**src/rtl/pwrseq_pkg.sv**
```systemverilog
package pwrseq_pkg;

    localparam int CNT_W = 10;

    typedef struct packed {
        logic             valid;
        logic [CNT_W-1:0] settle;
    } rate_cfg_t;

    function automatic rate_cfg_t rate_cfg(input logic [3:0] code);
        rate_cfg_t c;
        c.valid = 1'b1;
        unique case (code)
            4'b0000, 4'b0010:          c.settle = CNT_W'(512);
            4'b0001, 4'b1000, 4'b1010: c.settle = CNT_W'(256);
            4'b1001, 4'b1100, 4'b1110: c.settle = CNT_W'(128);
            4'b1101:                   c.settle = CNT_W'(64);
            default: begin
                c.valid  = 1'b0;
                c.settle = '0;
            end
        endcase
        return c;
    endfunction

endpackage

```
**src/rtl/pwrseq_edge_sync.sv**
```systemverilog
module pwrseq_edge_sync (
    input  logic clk,
    input  logic rst_n,
    input  logic async_in,
    output logic rise
);
    typedef struct packed {
        logic [2:0] sh;
    } sync_t;

    sync_t s_d, s_q;

    always_comb begin
        s_d    = s_q;
        s_d.sh = {s_q.sh[1:0], async_in};
    end

    always_ff @(posedge clk or negedge rst_n) begin
        if (!rst_n) s_q <= '0;
        else        s_q <= s_d;
    end

    // sh[1] is the second synchronizer stage, sh[2] its delayed copy
    assign rise = s_q.sh[1] & ~s_q.sh[2];
endmodule

```
**src/rtl/pwrseq_clk_watch.sv**
```systemverilog
module pwrseq_clk_watch #(
    parameter int TIMEOUT = 64
) (
    input  logic clk,
    input  logic rst_n,
    input  logic edge_seen,
    output logic present
);
    localparam int TO_W = $clog2(TIMEOUT + 1);

    typedef struct packed {
        logic            alive;
        logic [TO_W-1:0] cnt;
    } watch_t;

    watch_t w_d, w_q;

    always_comb begin
        w_d = w_q;
        if (edge_seen) begin
            w_d.alive = 1'b1;
            w_d.cnt   = '0;
        end else if (w_q.alive) begin
            if (w_q.cnt == TO_W'(TIMEOUT - 1)) begin
                w_d.alive = 1'b0;
                w_d.cnt   = '0;
            end else begin
                w_d.cnt = w_q.cnt + 1'b1;
            end
        end
    end

    always_ff @(posedge clk or negedge rst_n) begin
        if (!rst_n) w_q <= '0;
        else        w_q <= w_d;
    end

    // an edge in this cycle already counts as evidence of a running clock
    assign present = w_q.alive | edge_seen;
endmodule

```
**src/rtl/pwrseq_cp_timer.sv**
```systemverilog
module pwrseq_cp_timer
    import pwrseq_pkg::*;
(
    input  logic       clk,
    input  logic       rst_n,
    input  logic       pm_cp,
    input  logic [3:0] rate_code,
    input  logic       clocks_ok,
    input  logic       f_rise,
    output logic       cp_en,
    output logic       cp_ready,
    output logic       rate_err
);
    typedef struct packed {
        logic             en;
        logic             ready;
        logic             err;
        logic [3:0]       rate;
        logic [CNT_W-1:0] cnt;
    } cp_t;

    cp_t c_d, c_q;
    rate_cfg_t cfg;

    always_comb begin
        cfg    = rate_cfg(rate_code);
        c_d    = c_q;
        c_d.en = pm_cp;
        c_d.err = pm_cp & ~cfg.valid;
        if (!pm_cp || rate_code != c_q.rate) begin
            c_d.cnt   = '0;
            c_d.ready = 1'b0;
            c_d.rate  = rate_code;
        end else if (cfg.valid && !c_q.ready && clocks_ok && f_rise) begin
            c_d.cnt = c_q.cnt + 1'b1;
            if (c_d.cnt == cfg.settle) c_d.ready = 1'b1;
        end
    end

    always_ff @(posedge clk or negedge rst_n) begin
        if (!rst_n) c_q <= '0;
        else        c_q <= c_d;
    end

    assign cp_en    = c_q.en;
    assign cp_ready = c_q.ready;
    assign rate_err = c_q.err;
endmodule

```
**src/rtl/pwrseq_ctrl.sv**
```systemverilog
module pwrseq_ctrl #(
    parameter int TIMEOUT = 64
) (
    input  logic       clk,
    input  logic       rst_n,
    input  logic       pm_cp,
    input  logic       pm_adc,
    input  logic       pm_dac,
    input  logic [3:0] rate_code,
    input  logic       mclk_in,
    input  logic       fclk_in,
    output logic       cp_en,
    output logic       cp_ready,
    output logic       rate_err,
    output logic       adc_run,
    output logic       dac_run
);
    localparam int N_CLK = 2;

    logic [N_CLK-1:0] ext_clk;
    logic [N_CLK-1:0] rise;
    logic [N_CLK-1:0] present;
    logic             f_rise;
    logic             clocks_ok;

    // index 0: frame clock, index 1: master clock
    assign ext_clk = {mclk_in, fclk_in};

    for (genvar i = 0; i < N_CLK; i++) begin : g_clk
        pwrseq_edge_sync u_sync (
            .clk      (clk),
            .rst_n    (rst_n),
            .async_in (ext_clk[i]),
            .rise     (rise[i])
        );
        pwrseq_clk_watch #(.TIMEOUT(TIMEOUT)) u_watch (
            .clk       (clk),
            .rst_n     (rst_n),
            .edge_seen (rise[i]),
            .present   (present[i])
        );
    end

    assign f_rise    = rise[0];
    assign clocks_ok = &present;

    pwrseq_cp_timer u_cp (
        .clk       (clk),
        .rst_n     (rst_n),
        .pm_cp     (pm_cp),
        .rate_code (rate_code),
        .clocks_ok (clocks_ok),
        .f_rise    (f_rise),
        .cp_en     (cp_en),
        .cp_ready  (cp_ready),
        .rate_err  (rate_err)
    );

    typedef struct packed {
        logic adc;
        logic dac;
    } run_t;

    run_t r_d, r_q;

    always_comb begin
        r_d     = r_q;
        r_d.adc = pm_adc & clocks_ok & (r_q.adc | f_rise);
        r_d.dac = pm_dac & clocks_ok;
    end

    always_ff @(posedge clk or negedge rst_n) begin
        if (!rst_n) r_q <= '0;
        else        r_q <= r_d;
    end

    assign adc_run = r_q.adc;
    assign dac_run = r_q.dac;
endmodule

```
**config.mk**
```make
export PLATFORM = sky130hd
export DESIGN_NAME = pwrseq_ctrl
export DESIGN_NICKNAME = d
export VERILOG_FILES = /design/src/rtl/pwrseq_pkg.sv /design/src/rtl/pwrseq_edge_sync.sv /design/src/rtl/pwrseq_clk_watch.sv /design/src/rtl/pwrseq_cp_timer.sv /design/src/rtl/pwrseq_ctrl.sv
export SDC_FILE = /design/constraint.sdc
export NUM_CORES = 1
export LEC_CHECK = 0
export BUFFER_PORTS_ARGS = -buffer_cell sky130_fd_sc_hd__clkbuf_2
export CAP_MARGIN = 25
export CORE_MARGIN = 3
export CORE_UTILIZATION = 44
export DETAILED_ROUTE_END_ITERATION = 8
export GPL_TIMING_DRIVEN = 1
export HOLD_SLACK_MARGIN = 0.03
export PLACE_DENSITY = 0.66
export SETUP_SLACK_MARGIN = 0.15
export SYNTH_ARGS = -nofsm -noshare
export SYNTH_HDL_FRONTEND = slang
export SYNTH_SLANG_ARGS = --single-unit
export TNS_END_PERCENT = 1
```
**constraint.sdc**
```tcl
create_clock -name clk -period 4.5 [get_ports clk]
set_clock_uncertainty 0.15 [all_clocks]
set_input_delay 0.225 -clock clk [delete_from_list [all_inputs] [get_ports clk]]
set_output_delay 0.225 -clock clk [all_outputs]
set_load 0.05 [all_outputs]
```
[Word level (Yosys, flattened, before mapping)]
Cells that the tools add are included.
Word-level totals
  register bits after elaboration: 41
  input port bits: 11
Operators by class
  add/sub/neg operators: 3
  equal/unequal tests: 12
  mux-type cells: 15
  bitwise logic cells: 12
  reductions and logical operators: 17
Operator list (number)
  case mux 10 bit (4 select lines): 1
  2-to-1 mux 8 bit: 4
  equality test 4 bit (second input constant): 6
  2-to-1 mux 10 bit: 2
  adder 7 x 1 -> 7 bit (second input constant): 2
  equality test 7 x 6 -> 1 bit (second input constant): 2
  2-to-1 mux 7 bit: 2
  adder 10 x 1 -> 10 bit (second input constant): 1
  equality test 10 bit: 1
  OR reduction 9 bit: 1
  nonzero test 2 bit: 4
  AND 1 bit: 6
  2-to-1 mux 1 bit: 6
  OR reduction 3 bit: 2
  equality test 4 x 1 -> 1 bit (second input constant): 1
  equality test 4 x 2 -> 1 bit (second input constant): 1
  zero test 4 bit: 1
  != test 4 bit: 1
  AND reduction 2 bit: 2
  logical AND 1 bit: 3
  inverter 1 bit: 3
  OR 1 bit: 3
  zero test 1 bit: 2
  OR reduction 2 bit: 1
  logical OR 1 bit: 1

[Depth between registers and ports, before layout]
  depth in word-level cells: 8
  mapped depth: 7
  depth with buffers taken out: 7

[Cells and area by module]
From an unflattened synthesis, not the netlist that was laid out.
Unflattened totals
  cells, all modules: 192
  area, all modules: 2078.2 um2
By module, submodules not included
  pwrseq_cp_timer: times used 1, cells an instance 99, area each 1001.0 um2, seq. area each 425.4 um2
  pwrseq_clk_watch: times used 2, cells an instance 40, area each 412.9 um2, seq. area each 200.2 um2
  pwrseq_edge_sync: times used 2, cells an instance 4, area each 88.8 um2, seq. area each 75.1 um2
  pwrseq_ctrl: times used 1, cells an instance 5, area each 73.8 um2, seq. area each 50.0 um2

[Worst setup path after synthesis]
No wires, ideal clock.
  kind: register -> register
  from: reg u_cp.c_q[3] in the netlist's numbering
  to: reg u_cp.c_q (netlist bit u_cp.cp_ready)
  setup time: 66 ps
  arrival: 2070 ps
  required time: 4284 ps
  setup slack: 2214 ps
  cell stages (with the launch flop): 7
  buffers on the path: 0
  clock period less this slack: 2286 ps
  cells stage by stage: dfrtp_1 -> nand3_2 -> or3_1 -> xor2_1 -> or4b_1 -> a2111oi_1 -> o21ba_1
On the way
  cells in the longest elaborated chain, start to end: 4
Ends and longest elaborated chain
  from (decl): line pwrseq_cp_timer.sv:22  | cp_t c_d, c_q;
  from (signal assigned): line pwrseq_cp_timer.sv:41  | if (!rst_n) c_q <= '0;
  from (signal assigned): line pwrseq_cp_timer.sv:42  | else c_q <= c_d;
  adder 10 x 1 -> 10 bit: line pwrseq_cp_timer.sv:35  | c_d.cnt = c_q.cnt + 1'b1;
  equality test 10 bit: line pwrseq_cp_timer.sv:36  | if (c_d.cnt == cfg.settle) c_d.ready = 1'b1;
  nonzero test 2 bit (no source line)
  AND reduction 2 bit (no source line)
Every way passes these cells.
A chain may end at the register's enable or synchronous reset.

[Worst setup path after layout]
  from: in rate_code[0]
  to: reg u_cp.c_q (netlist bit u_cp.cp_ready)
On the way
  cells in the longest elaborated chain, start to end: 8
  elaborated cells on any way between the ends: 25
Ends and longest elaborated chain
  from (decl): line pwrseq_ctrl.sv:9  | input logic [3:0] rate_code,
  branches (longest 8 deep; another with case mux 10 bit (4 select lines))
Parallel ways; which one is timed is not known.

==> flow_summary.toml <==
[grt]
grt_max_degree = 42
grt_util_all_layers = 0.1587
gr-total-overflow = 0
antenna_found_initial = 0
grt_pass1_vias = 1372
grt_pass1_wl_mm = 6.375

[clocking]
cts_hold_buf = 10
path_clk_slew_ns = 0.08
cts.path.max_buffers = 2
cts_setup_buffers = 0
cts_made_buffers = 5
cts_tree = "built"
post_cts_resized = 0
htree_levels = 2
clock_sinks = 41
cts-root-buf = "clkbuf_8"
clock_latency_ns = 0.30

[sta]
min_period_ns = 2.661
timing.final.hold_violations = 0
tightest_slew_ns = 0.5364
drv_slew = 0
period_share = 0.5913
max_freq_mhz = 375.8
setup_viol = 0
rsz0062_at_grt = "no"
worst_slack_ns = 1.839
relSlewSlack = 0.6417
tns_ns = 0

[synthesis]
syn_area_um2 = 1991
synth_area_leaders = "dfrtp_1 (52%), xnor2_1 (4.4%), xor2_1 (4.4%)"
synth_seq_cells = 41
synth_nets = 211
syn_area_per_cell_um2 = 10.10
synth_top_area_frac = 0.5154
async_flop_share = 1.000
synth_edf_count = 0
synth_area_leader_cell = "dfrtp_1"
synth_warnings = 0
netlist_instances = 197
ys_seq_area_frac = 0.5154
yosysUniqueCellTypes = 42
ys.flop_type = "dfrtp_1"

[route]
routed_wl_mm = 3.623
ant_nets = 0
first_pass_iters = 4
wl_per_cell_um = 13.47
via_per_inst = 5.234
drc_errors = 0
vias = 1408
drt_iter0_markers = 75

[final_layout]
layout_common_cells = "dfrtp_1 (41), nor2_1 (23), clkbuf_2 (15), nand2_1 (14), o21ai_0 (11)"
diodes = 0
syn2layout_area_growth_pct = 15.40
drive_above_1_share = 0.1370
fin_nets = 233
utilization = 0.5505
final_area_um2 = 2297
final_common_cell = "dfrtp_1"
n_fill_cell = 354

[pwr]
switching_share = 0.2587
p_total_uw = 820.4
comb_power_share = 0.127
leakagePower_nw = 0.9964
p_int_uw = 608.2
pwr_density_cell_nw_per_um2 = 357.1
pwr-share-seq = 0.522
peakVddDrop_uv = 270.3
power_switching_uw = 212.2
clockPowerShare = 0.351

[die]
start_util = 0.4771
die_area_um2 = 5367
rows = 23
io-pin-count = 16
coreArea_um2 = 4173
fp.dieW_um = 73.26
die_h_um = 73.26

[setup_path]
rrSetupSlack_ns = 1.96
cp_max_fo = 15
r2r_start = "g_clk[1].u_sync.s_q[1]"
r2r-end = "u_cp.cp_ready"
arrival_ns = 2.75
endpoint = "u_cp.cp_ready"
r2r_cells = 6
critPathLaunchType = "input port"
worst_setup_path_end_kind = "flip-flop"
cp.required_ns = 4.59
startpoint = "rate_code[0]"
path_class = "in2reg"

[placement]
hpwl_mm = 2.384
placed_cell_area_um2 = 2073
io_buffers = 15
place.gp.congestion = 0.7686
preCtsSetupSlack_ns = 1.963

[worst_hold_path]
hp-class = "in2async"

[job]
cap_violations = 0

[status]
status = "finished, final reports clean"
[final cells by class]
cell class              count  area, um2  share of cell area
clock buffers               5      68.82             0.02996
clock inverters             2      35.03             0.01525
inverters                   2      7.507            0.003268
multi-input cells         143      902.1              0.3927
flip-flops and latches     41       1026              0.4466
well taps                  50      62.56             0.02723
repair buffers             26      195.2             0.08497
[power by group through the flow]
stage | combinational, mW | sequential [mW] | clock [mW]
detailed placement | 0.0976 | 0.434 | 0
global placement | 0.0959 | 0.435 | 0
CTS | 0.104 | 0.428 | 0.296
global route | 0.121 | 0.434 | 0.314
floorplan | 0.0660 | 0.436 | 0
finish | 0.104 | 0.428 | 0.288
[logic make-up after synthesis]
| kind of cell | synth area share |
|---|---|
| adder cells (fa/ha/maj) | 0.01886 |
| XOR/XNOR | 0.08799 |
| AND/OR/NAND/NOR | 0.2282 |
| multiplexers | 0.02074 |
| buffers and inverters | 0.03143 |
| flip-flops | 0.5154 |
| AO/OA/AOI/OAI | 0.09742 |
[how the worst min path moves through the flow]
stage	startpoint	end	slack, ns	cells after the start
4_1_cts	g_clk[0].u_sync.s_q[0]	g_clk[0].u_sync.s_q[1]	0.21	0
3_5_place_dp	mclk_in	g_clk[1].u_sync.s_q[0]	0.19	1
5_1_grt	rst_n	g_clk[0].u_watch.w_q[2]	0.15	2
3_3_place_gp	g_clk[0].u_sync.s_q[0]	g_clk[0].u_sync.s_q[1]	0.18	0
6_report	rst_n	g_clk[0].u_watch.w_q[2]	0.14	2
2_1_floorplan	rst_n	adc_run	-0.22	0
[synth_stat cells (2+ instances only)]
| library cell | n |
|---|---|
| dfrtp_1 | 41 |
| nand2b_1 | 5 |
| clkbuf_1 | 7 |
| xnor2_1 | 10 |
| a21oi_1 | 9 |
| nand4_1 | 3 |
| mux2i_1 | 3 |
| o21ai_0 | 11 |
| nor2b_1 | 4 |
| nand2_1 | 14 |
| or4b_1 | 2 |
| ha_1 | 3 |
| buf_2 | 2 |
| a22oi_1 | 2 |
| o31ai_1 | 4 |
| nor3_1 | 9 |
| xor2_1 | 10 |
| or3_1 | 4 |
| nor3b_1 | 2 |
| nor2_1 | 23 |
| nand3_1 | 8 |
[sequential cells by signal, summed over array words and instances, names as in the netlist]
register / cells
g_clk.u_watch.w_q: 16
adc_run: 1
u_cp.rate_err: 1
u_cp.cp_ready: 1
u_cp.c_q: 14
dac_run: 1
g_clk.u_sync.s_q: 6
u_cp.cp_en: 1
[critical path: stages]
cell and delay [ns]:
dlygate4sd3_1 0.54, clkbuf_2 0.19, a22oi_1 0.27, or4b_1 0.72, or2_1 0.32, a2111oi_1 0.32, o21ba_1 0.16
[metrics by stage]
stage,instances,hold slack (ns)
3_5_place_dp,251,0.1850
3_3_place_gp,251,0.1844
6_report,269,0.1408
2_1_floorplan,197,-0.2206
5_1_grt,269,0.1486
4_1_cts,268,0.2115
[routing by layer]
layer  routed length, um  global-route usage  share of wire
met5                   0                   0              0
met3                 195             0.05882          0.054
met1                1849              0.2150           0.51
met4                  61             0.06148          0.017
met2                1517              0.2304           0.42
(Power assumes the default switching activity.)
